==> config.mk <==
export PLATFORM = sky130hd
export DESIGN_NAME = msg_packer
export DESIGN_NICKNAME = d
export VERILOG_FILES = /design/src/rtl/msg_packer_pkg.sv /design/src/rtl/msg_edge_det.sv /design/src/rtl/msg_word_fifo.sv /design/src/rtl/msg_framer.sv /design/src/rtl/msg_packer.sv
export SDC_FILE = /design/constraint.sdc
export NUM_CORES = 1
export LEC_CHECK = 0
export BUFFER_PORTS_ARGS = -buffer_cell sky130_fd_sc_hd__buf_2
export CAP_MARGIN = 20
export CORE_MARGIN = 10
export CORE_UTILIZATION = 56
export DETAILED_ROUTE_END_ITERATION = 16
export PLACE_DENSITY = 0.81
export SETUP_SLACK_MARGIN = 0.4
export SLEW_MARGIN = 0
export SYNTH_ARGS = -nofsm -noshare
export SYNTH_HDL_FRONTEND = slang
export SYNTH_SLANG_ARGS = --single-unit
==> constraint.sdc <==
create_clock -name clk -period 9.78 [get_ports clk]
set_clock_uncertainty 0.1 [all_clocks]
set_input_delay 0.978 -clock clk [delete_from_list [all_inputs] [get_ports clk]]
set_output_delay 0.978 -clock clk [all_outputs]
set_load 0.01 [all_outputs]
==> src/rtl/msg_packer_pkg.sv <==
// Shared constants and helpers for the framed sample packer.
// Assumes: output words are 32 bits wide, and at most three words are produced per cycle.
package msg_packer_pkg;
    localparam int WORD_W   = 32;
    localparam int MAX_PUSH = 3;

    typedef enum logic [1:0] {
        SW_BYTE  = 2'b00,
        SW_HALF  = 2'b01,
        SW_WORD  = 2'b10,
        SW_WORD2 = 2'b11
    } samp_w_e;

    // Bytes per sample for a width code
    function automatic logic [2:0] samp_bytes(input logic [1:0] code);
        case (samp_w_e'(code))
            SW_BYTE: return 3'd1;
            SW_HALF: return 3'd2;
            default: return 3'd4;
        endcase
    endfunction
endpackage

==> src/rtl/msg_edge_det.sv <==
// Strobe event detector: compares the pin value at this edge with the value
// held from the previous edge and flags the selected transition.
// Assumes the pin is already synchronous to clk.
module msg_edge_det (
    input  logic clk,
    input  logic rst_n,
    input  logic pin,
    input  logic fall_sel,
    output logic evt
);
    logic prev;

    // Hold the pin value from the last edge
    always_ff @(posedge clk) begin
        if (!rst_n) prev <= 1'b0;
        else        prev <= pin;
    end

    // Select the rising or falling transition
    always_comb evt = fall_sel ? (prev & ~pin) : (~prev & pin);
endmodule

==> src/rtl/msg_word_fifo.sv <==
// Word queue that accepts up to NPUSH words per cycle and releases one per
// cycle over valid/ready. Words that find no room are discarded and set a
// sticky error. Assumes DEPTH is a power of two and greater than NPUSH.
module msg_word_fifo #(
    parameter int DEPTH = 8,
    parameter int W     = 32,
    parameter int NPUSH = 3
) (
    input  logic                    clk,
    input  logic                    rst_n,
    input  logic [1:0]              push_n,
    input  logic [NPUSH-1:0][W-1:0] push_dat,
    output logic                    out_valid,
    input  logic                    out_ready,
    output logic [W-1:0]            out_data,
    output logic                    drop_err
);
    localparam int AW = $clog2(DEPTH);
    localparam int CW = AW + 1;

    logic [W-1:0]  mem [DEPTH];
    logic [AW-1:0] wr_idx, rd_idx;
    logic [CW-1:0] count, free_n, req_n, acc_n;
    logic          pop;

    // Admission: accept as many words as there is room for
    always_comb begin
        pop    = out_valid & out_ready;
        free_n = CW'(DEPTH) - count;
        req_n  = CW'(push_n);
        acc_n  = (req_n > free_n) ? free_n : req_n;
    end

    // Storage write, slots in order from the write index
    always_ff @(posedge clk) begin
        for (int k = 0; k < NPUSH; k++)
            if (CW'(k) < acc_n) mem[wr_idx + AW'(k)] <= push_dat[k];
    end

    // Pointer, fill level and sticky drop flag
    always_ff @(posedge clk) begin
        if (!rst_n) begin
            wr_idx   <= '0;
            rd_idx   <= '0;
            count    <= '0;
            drop_err <= 1'b0;
        end else begin
            wr_idx   <= wr_idx + acc_n[AW-1:0];
            rd_idx   <= rd_idx + AW'(pop);
            count    <= count + acc_n - CW'(pop);
            drop_err <= drop_err | (req_n > free_n);
        end
    end

    // Head of queue drives the output
    always_comb begin
        out_valid = (count != '0);
        out_data  = mem[rd_idx];
    end

    a_r12_drop_sticky: assert property (@(posedge clk) disable iff (!rst_n)
        drop_err |=> drop_err);
    a_r11_hold_stalled: assert property (@(posedge clk) disable iff (!rst_n)
        (out_valid && !out_ready) |=> (out_valid && $stable(out_data)));
    a_r12_level_bound: assert property (@(posedge clk) disable iff (!rst_n)
        count <= CW'(DEPTH));
endmodule

==> src/rtl/msg_framer.sv <==
// Record framer: tracks the open record, packs qualified samples into words,
// truncates at the record limit, and emits header words and completion
// pulses. Produces up to three words per cycle, in order, in slots 0..n-1.
// Assumes configuration is stable while a record is open.
module msg_framer
    import msg_packer_pkg::*;
#(
    parameter int CNT_W = 16
) (
    input  logic                          clk,
    input  logic                          rst_n,
    input  logic                          s_valid,
    input  logic [WORD_W-1:0]             s_data,
    input  logic                          evt_start,
    input  logic                          evt_stop,
    input  logic [1:0]                    cfg_width,
    input  logic [CNT_W-1:0]              cfg_rec_size,
    input  logic [CNT_W-1:0]              cfg_buf_size,
    input  logic                          cfg_hdr_en,
    input  logic                          cfg_ovf_ie,
    output logic [1:0]                    push_n,
    output logic [MAX_PUSH-1:0][WORD_W-1:0] push_dat,
    output logic                          irq_overflow,
    output logic                          msg_done,
    output logic                          buf_switch
);
    logic              open, ovf_seen;
    logic [CNT_W-1:0]  cnt, msg_cnt, rec_eff, cnt_cur, cnt_new, msg_cnt_inc;
    logic [WORD_W-1:0] acc, acc_cur, acc_new, masked, ts_cnt;
    logic [1:0]        lane, lane_cur;
    logic [2:0]        lane_sum;
    logic              opening, active, take, trunc, closing, word_full, ovf_cur;

    // Per-cycle framing decisions
    always_comb begin
        rec_eff  = (cfg_rec_size < CNT_W'(2)) ? CNT_W'(2) : cfg_rec_size;
        opening  = ~open & evt_start;
        active   = open | opening;
        cnt_cur  = opening ? '0 : cnt;
        acc_cur  = opening ? '0 : acc;
        lane_cur = opening ? 2'd0 : lane;
        ovf_cur  = opening ? 1'b0 : ovf_seen;
        take     = active & s_valid & (cnt_cur < rec_eff);
        trunc    = active & s_valid & ~(cnt_cur < rec_eff);
        closing  = active & evt_stop;
        cnt_new  = cnt_cur + CNT_W'(take);
    end

    // Lane packing of the incoming sample
    always_comb begin
        case (samp_w_e'(cfg_width))
            SW_BYTE: masked = {24'd0, s_data[7:0]};
            SW_HALF: masked = {16'd0, s_data[15:0]};
            default: masked = s_data;
        endcase
        acc_new   = take ? (acc_cur | (masked << {lane_cur, 3'b000})) : acc_cur;
        lane_sum  = {1'b0, lane_cur} + (take ? samp_bytes(cfg_width) : 3'd0);
        word_full = lane_sum[2];
    end

    // Ordered word slots: timestamp, data word, length word
    always_comb begin
        push_dat = '0;
        push_n   = 2'd0;
        if (opening && cfg_hdr_en) begin
            push_dat[push_n] = ts_cnt;
            push_n = push_n + 2'd1;
        end
        if (word_full || (closing && lane_sum != 3'd0)) begin
            push_dat[push_n] = acc_new;
            push_n = push_n + 2'd1;
        end
        if (closing && cfg_hdr_en) begin
            push_dat[push_n] = WORD_W'(cnt_new);
            push_n = push_n + 2'd1;
        end
    end

    assign msg_cnt_inc = msg_cnt + CNT_W'(1);

    // Record state, packing registers and pulses
    always_ff @(posedge clk) begin
        if (!rst_n) begin
            open         <= 1'b0;
            ovf_seen     <= 1'b0;
            cnt          <= '0;
            acc          <= '0;
            lane         <= 2'd0;
            msg_cnt      <= '0;
            ts_cnt       <= '0;
            irq_overflow <= 1'b0;
            msg_done     <= 1'b0;
            buf_switch   <= 1'b0;
        end else begin
            open         <= active & ~closing;
            ovf_seen     <= ovf_cur | trunc;
            cnt          <= cnt_new;
            acc          <= (word_full || closing) ? '0 : acc_new;
            lane         <= (word_full || closing) ? 2'd0 : lane_sum[1:0];
            ts_cnt       <= ts_cnt + 32'd1;
            irq_overflow <= trunc & ~ovf_cur & cfg_ovf_ie;
            msg_done     <= closing;
            buf_switch   <= 1'b0;
            if (closing) begin
                if (msg_cnt_inc >= cfg_buf_size) begin
                    msg_cnt    <= '0;
                    buf_switch <= 1'b1;
                end else begin
                    msg_cnt <= msg_cnt_inc;
                end
            end
        end
    end

    a_r3_start_opens: assert property (@(posedge clk) disable iff (!rst_n)
        (evt_start && !open && !evt_stop) |=> open);
    a_r4_stop_closes: assert property (@(posedge clk) disable iff (!rst_n)
        (open && evt_stop) |=> !open);
    a_r7_count_bound: assert property (@(posedge clk) disable iff (!rst_n)
        open |-> (cnt <= rec_eff));
    a_r8_irq_single: assert property (@(posedge clk) disable iff (!rst_n)
        irq_overflow |=> !irq_overflow);
    a_r10_switch_with_done: assert property (@(posedge clk) disable iff (!rst_n)
        buf_switch |-> msg_done);
endmodule

==> src/rtl/msg_packer.sv <==
// Top level of the framed sample packer: strobe edge detectors, record
// framer and output word queue. Assumes all inputs are synchronous to clk.
module msg_packer
    import msg_packer_pkg::*;
#(
    parameter int FIFO_DEPTH = 8,
    parameter int CNT_W      = 16
) (
    input  logic             clk,
    input  logic             rst_n,
    input  logic             s_valid,
    input  logic [31:0]      s_data,
    input  logic             start_pin,
    input  logic             stop_pin,
    input  logic             cfg_start_fall,
    input  logic             cfg_stop_fall,
    input  logic [1:0]       cfg_width,
    input  logic [CNT_W-1:0] cfg_rec_size,
    input  logic [CNT_W-1:0] cfg_buf_size,
    input  logic             cfg_hdr_en,
    input  logic             cfg_ovf_ie,
    output logic             o_valid,
    input  logic             o_ready,
    output logic [31:0]      o_data,
    output logic             irq_overflow,
    output logic             msg_done,
    output logic             buf_switch,
    output logic             drop_err
);
    localparam int NSTROBE = 2;

    logic [NSTROBE-1:0] pins, sels, evts;
    logic [1:0]         push_n;
    logic [MAX_PUSH-1:0][WORD_W-1:0] push_dat;

    assign pins = {stop_pin, start_pin};
    assign sels = {cfg_stop_fall, cfg_start_fall};

    // One event detector per strobe
    for (genvar g = 0; g < NSTROBE; g++) begin : g_strobe
        msg_edge_det u_edge (
            .clk      (clk),
            .rst_n    (rst_n),
            .pin      (pins[g]),
            .fall_sel (sels[g]),
            .evt      (evts[g])
        );
    end

    msg_framer #(.CNT_W(CNT_W)) u_framer (
        .clk          (clk),
        .rst_n        (rst_n),
        .s_valid      (s_valid),
        .s_data       (s_data),
        .evt_start    (evts[0]),
        .evt_stop     (evts[1]),
        .cfg_width    (cfg_width),
        .cfg_rec_size (cfg_rec_size),
        .cfg_buf_size (cfg_buf_size),
        .cfg_hdr_en   (cfg_hdr_en),
        .cfg_ovf_ie   (cfg_ovf_ie),
        .push_n       (push_n),
        .push_dat     (push_dat),
        .irq_overflow (irq_overflow),
        .msg_done     (msg_done),
        .buf_switch   (buf_switch)
    );

    msg_word_fifo #(.DEPTH(FIFO_DEPTH), .W(WORD_W), .NPUSH(MAX_PUSH)) u_fifo (
        .clk       (clk),
        .rst_n     (rst_n),
        .push_n    (push_n),
        .push_dat  (push_dat),
        .out_valid (o_valid),
        .out_ready (o_ready),
        .out_data  (o_data),
        .drop_err  (drop_err)
    );
endmodule

==> results.py <==
metrics = {
    "timing": {
        "max-slew-margin-rel_pct": 22.2,
        "rsz0062_at_grt": "no",
        "finalWorstSetupSlack_ns": 1.05,
        "layout_min_cycle_time_ns": 8.73,
        "worst_slew_pin_slew_ns": 1.16,
        "drv_slew": 0,
        "setup_violations": 0,
        "hold_viol_final": 0,
        "timing.fmax_mhz": 115,
        "period_share_pct": 89.3,
        "fin_hold_ws_ns": 0.367,
    },
    "clock_tree": {
        "tritoncts": "built",
        "clkTransAtPathRegs_ns": 0.06,
        "cts_buffer_depth": 3,
        "cts_made_buffers": 40,
        "clock_sinks": 372,
        "post_cts_buffers": 0,
        "clk_latency_ns": 0.56,
        "cts_root_buf": "clkbuf_16",
        "cts_htree_levels": 2,
        "hold_buffers": 0,
    },
    "floorplanning": {
        "io_pins": 113,
        "row_count": 70,
        "die_x_um": 213,
        "initial_core_util_pct": 56.9,
        "die_area_um2": 45400,
        "core_um2": 36700,
        "die_y_um": 213,
    },
    "setup_path": {
        "start_kind": "register",
        "critPathMostFrequentCell": "ha_1",
        "worst-setup-path-type": "reg2reg",
        "endpoint_kind": "register",
        "crit_required_ns": 9.93,
        "slowest_delay_ns": 0.69,
        "worstPathArrival_ns": 8.88,
        "worst-path-buf-inv": 4,
        "cp_top_family": "compound AO/OA/AOI/OAI gates",
        "crit_slowest_cell": "a2111oi_0",
        "crit_path_max_fanout": 22,
    },
    "pwr": {
        "peakVddDrop_v": 0.000159,
        "p_per_area_nw_per_um2": 206,
        "p_leak_nw": 8.48,
    },
    "finish": {
        "seqCellArea_um2": 10000,
        "n_fill_cell": 2809,
        "final_nets": 2192,
        "antenna_cells": 0,
        "layout-drive-gt1-share_pct": 21.3,
        "multi_input_area_um2": 10200,
        "area_growth_syn_to_layout_pct": 13.4,
    },
    "routing": {
        "viasPerCell": 7.28,
        "first_iter_violations": 2663,
        "dr.pass1.iters": 10,
        "post_drt_wl_per_cell_um": 28.8,
        "wirelength_mm": 73.7,
        "drc_errors": 0,
        "vias": 18600,
        "drtAntennaViolNets": 0,
    },
    "synthesis": {
        "ys_top_cells_by_count": "edfxtp_1, nand2_1, nor2_1",
        "syn_avg_cell_area_um2": 10.8,
        "syn-num-nets": 2070,
        "ys_seq_area_share_pct": 47.9,
        "post_synth_fa_ha_maj_area_fraction_pct": 3.34,
        "ys_seq_elements": 372,
        "synth.most_common_cell": "edfxtp_1",
        "synth_edf_count": 256,
        "synth.distinct_cells": 79,
        "syn_area_um2": 20900,
        "synthMuxAreaShare_pct": 9.36,
        "yosysWarningCount": 0,
        "yosysTopAreaCellShare_pct": 36.8,
        "netlist_top_cells_area": "edfxtp_1, dfxtp_1, mux4_2, o22ai_1, nand2_1",
        "ys.flop_type": "edfxtp_1",
        "synth_xor_area_share_pct": 2.35,
        "postSynthCellCount": 1940,
        "async_flop_share_pct": 0,
        "yosys.area.top_type": "edfxtp_1",
        "synth_top_family_by_area": "compound AO/OA/AOI/OAI gates",
        "synth_compound_area_share_pct": 19.9,
        "synth-simple-area-share_pct": 13.5,
    },
    "global_route": {
        "grt_max_degree": 66,
        "grt_use_total_pct": 32.0,
        "grt_remaining_overflow": 0,
        "grt_pass1_vias": 17900,
        "antenna_found_initial": 2,
        "grt_first_pass_wirelength_mm": 110,
    },
    "placed_design": {
        "place_ws_ns": 0.486,
        "io_buffer_count": 112,
        "gp_congestion": 1.08,
        "dp_hpwl_mm": 52.0,
    },
    "run": {
        "maxCapViolations": 0,
    },
    "outcome": {
        "status": "completed",
    },
    "hold_path": {
        "min_path_type": "reg2reg",
    },
}
cells in the final DEF (no fill, tap or decap), types with 9 or more instances in the layout:
cell type	netlist	routed
buf_2	15	113
and3_1	27	27
a221o_1	16	16
a221oi_1	28	28
o21ai_0	54	45
xnor2_1	32	32
mux2_2	35	35
mux2i_1	12	12
clkbuf_16	0	41
a21o_1	9	9
dfxtp_1	116	113
edfxtp_1	256	256
xor2_1	24	24
o22ai_1	147	147
nand2_1	183	182
ha_1	51	51
a32oi_1	13	13
a211oi_1	9	9
nor3_1	41	41
nor4_1	11	11
o211ai_1	13	13
nor2_1	161	161
mux4_2	64	64
and2_1	35	35
o21ai_1	20	21
nor4b_1	10	10
a2bb2oi_2	16	16
a21oi_1	49	49
a22oi_1	26	26
a31oi_1	17	17
buf_4	1	92
nand4_1	11	11
nand2b_1	11	11
inv_1	62	61
o221ai_1	69	69
nand3_1	53	53
cells by family (layout without fill, tap and decap cells):
kind of cell | count (synthesis) | after routing
and+or+nand+nor | 592 | 592
buffers and inverters | 194 | 345
adders and majority gates | 54 | 54
muxes | 111 | 111
DFF | 372 | 372
xor gates and xnor gates | 56 | 56
other | 1 | 1
AOI/OAI and AO/OA | 560 | 560
final cells by class:
cell class                 count  area share, %
multi-input combinational   1374           43.2
sequential                   372           42.3
timing repair buffer         209           5.55
clock buffer                  52           4.76
tap                          468           2.47
inverter                      65           1.03
clock inverter                19          0.681
metal layers:
layer | global-route usage [%] | routed length (µm) | up-vias
met5 | 0 | 27 | -
met2 | 48.0 | 31900 | 1572
met3 | 11.2 | 10700 | 272
met1 | 41.9 | 28000 | 8922
met4 | 12.3 | 3120 | 4
li1 | - | - | 7868
power breakdown:
part | total (mW) | internal (mW) | leakage [nW] | switching, mW
clock network | 1.50 | 0.869 | 0.643 | 0.636
registers | 2.04 | 1.93 | 3.43 | 0.104
logic | 1.34 | 0.565 | 4.41 | 0.778
total | 4.88 | 3.37 | 8.48 | 1.52
worst register-to-register path: cells and delay by family, from the launching register on:
family / cells / cell delay (ns)
adders and majority gates: 5 / 1.34
and+or+nand+nor: 8 / 1.86
muxes: 1 / 0.49
DFF: 1 / 0.51
AOI/OAI and AO/OA: 10 / 3.13
buffers and inverters: 4 / 0.74
xor gates and xnor gates: 1 / 0.26
flip-flops by register name, indices dropped and copies added (netlist names), 2 cells and up:
name	flops
u_fifo.rd_idx	3
u_fifo.mem	256
g_strobe.u_edge.prev	2
u_fifo.count	4
u_framer.cnt	16
u_framer.ts_cnt	32
u_framer.msg_cnt	16
u_framer.acc	32
u_framer.lane	2
u_fifo.wr_idx	3
timing repair:
item	CTS	global route
hold endpoints to repair	0	0
setup endpoints to repair	0	13
resized for setup	0	1
final timing paths:
check / start / to / slack (ns) / cells after the start
worst max-delay path: u_framer.open / u_fifo.mem[5][8] / 1.05 / 29
worst min-delay path: u_framer.msg_cnt[15] / u_framer.msg_cnt[15] / 0.37 / 2
worst min register to register: u_framer.msg_cnt[15] / u_framer.msg_cnt[15] / 0.37 / 2
worst max register to register: u_framer.open / u_fifo.mem[5][8] / 1.05 / 29
through the flow:
stage	setup TNS [ns]	power, mW	std cells	util [%]	cell area (µm²)
2_1_floorplan	-1.80	2.89	1940	-	20900
3_3_place_gp	0	3.35	2481	60.8	22300
3_5_place_dp	0	3.39	2486	61.0	22400
4_1_cts	0	4.88	2557	64.5	23700
5_1_grt	0	5.05	2559	64.6	23700
6_report	0	4.88	2559	64.6	23700
No activity file was read; power rests on OpenSTA's default activity.
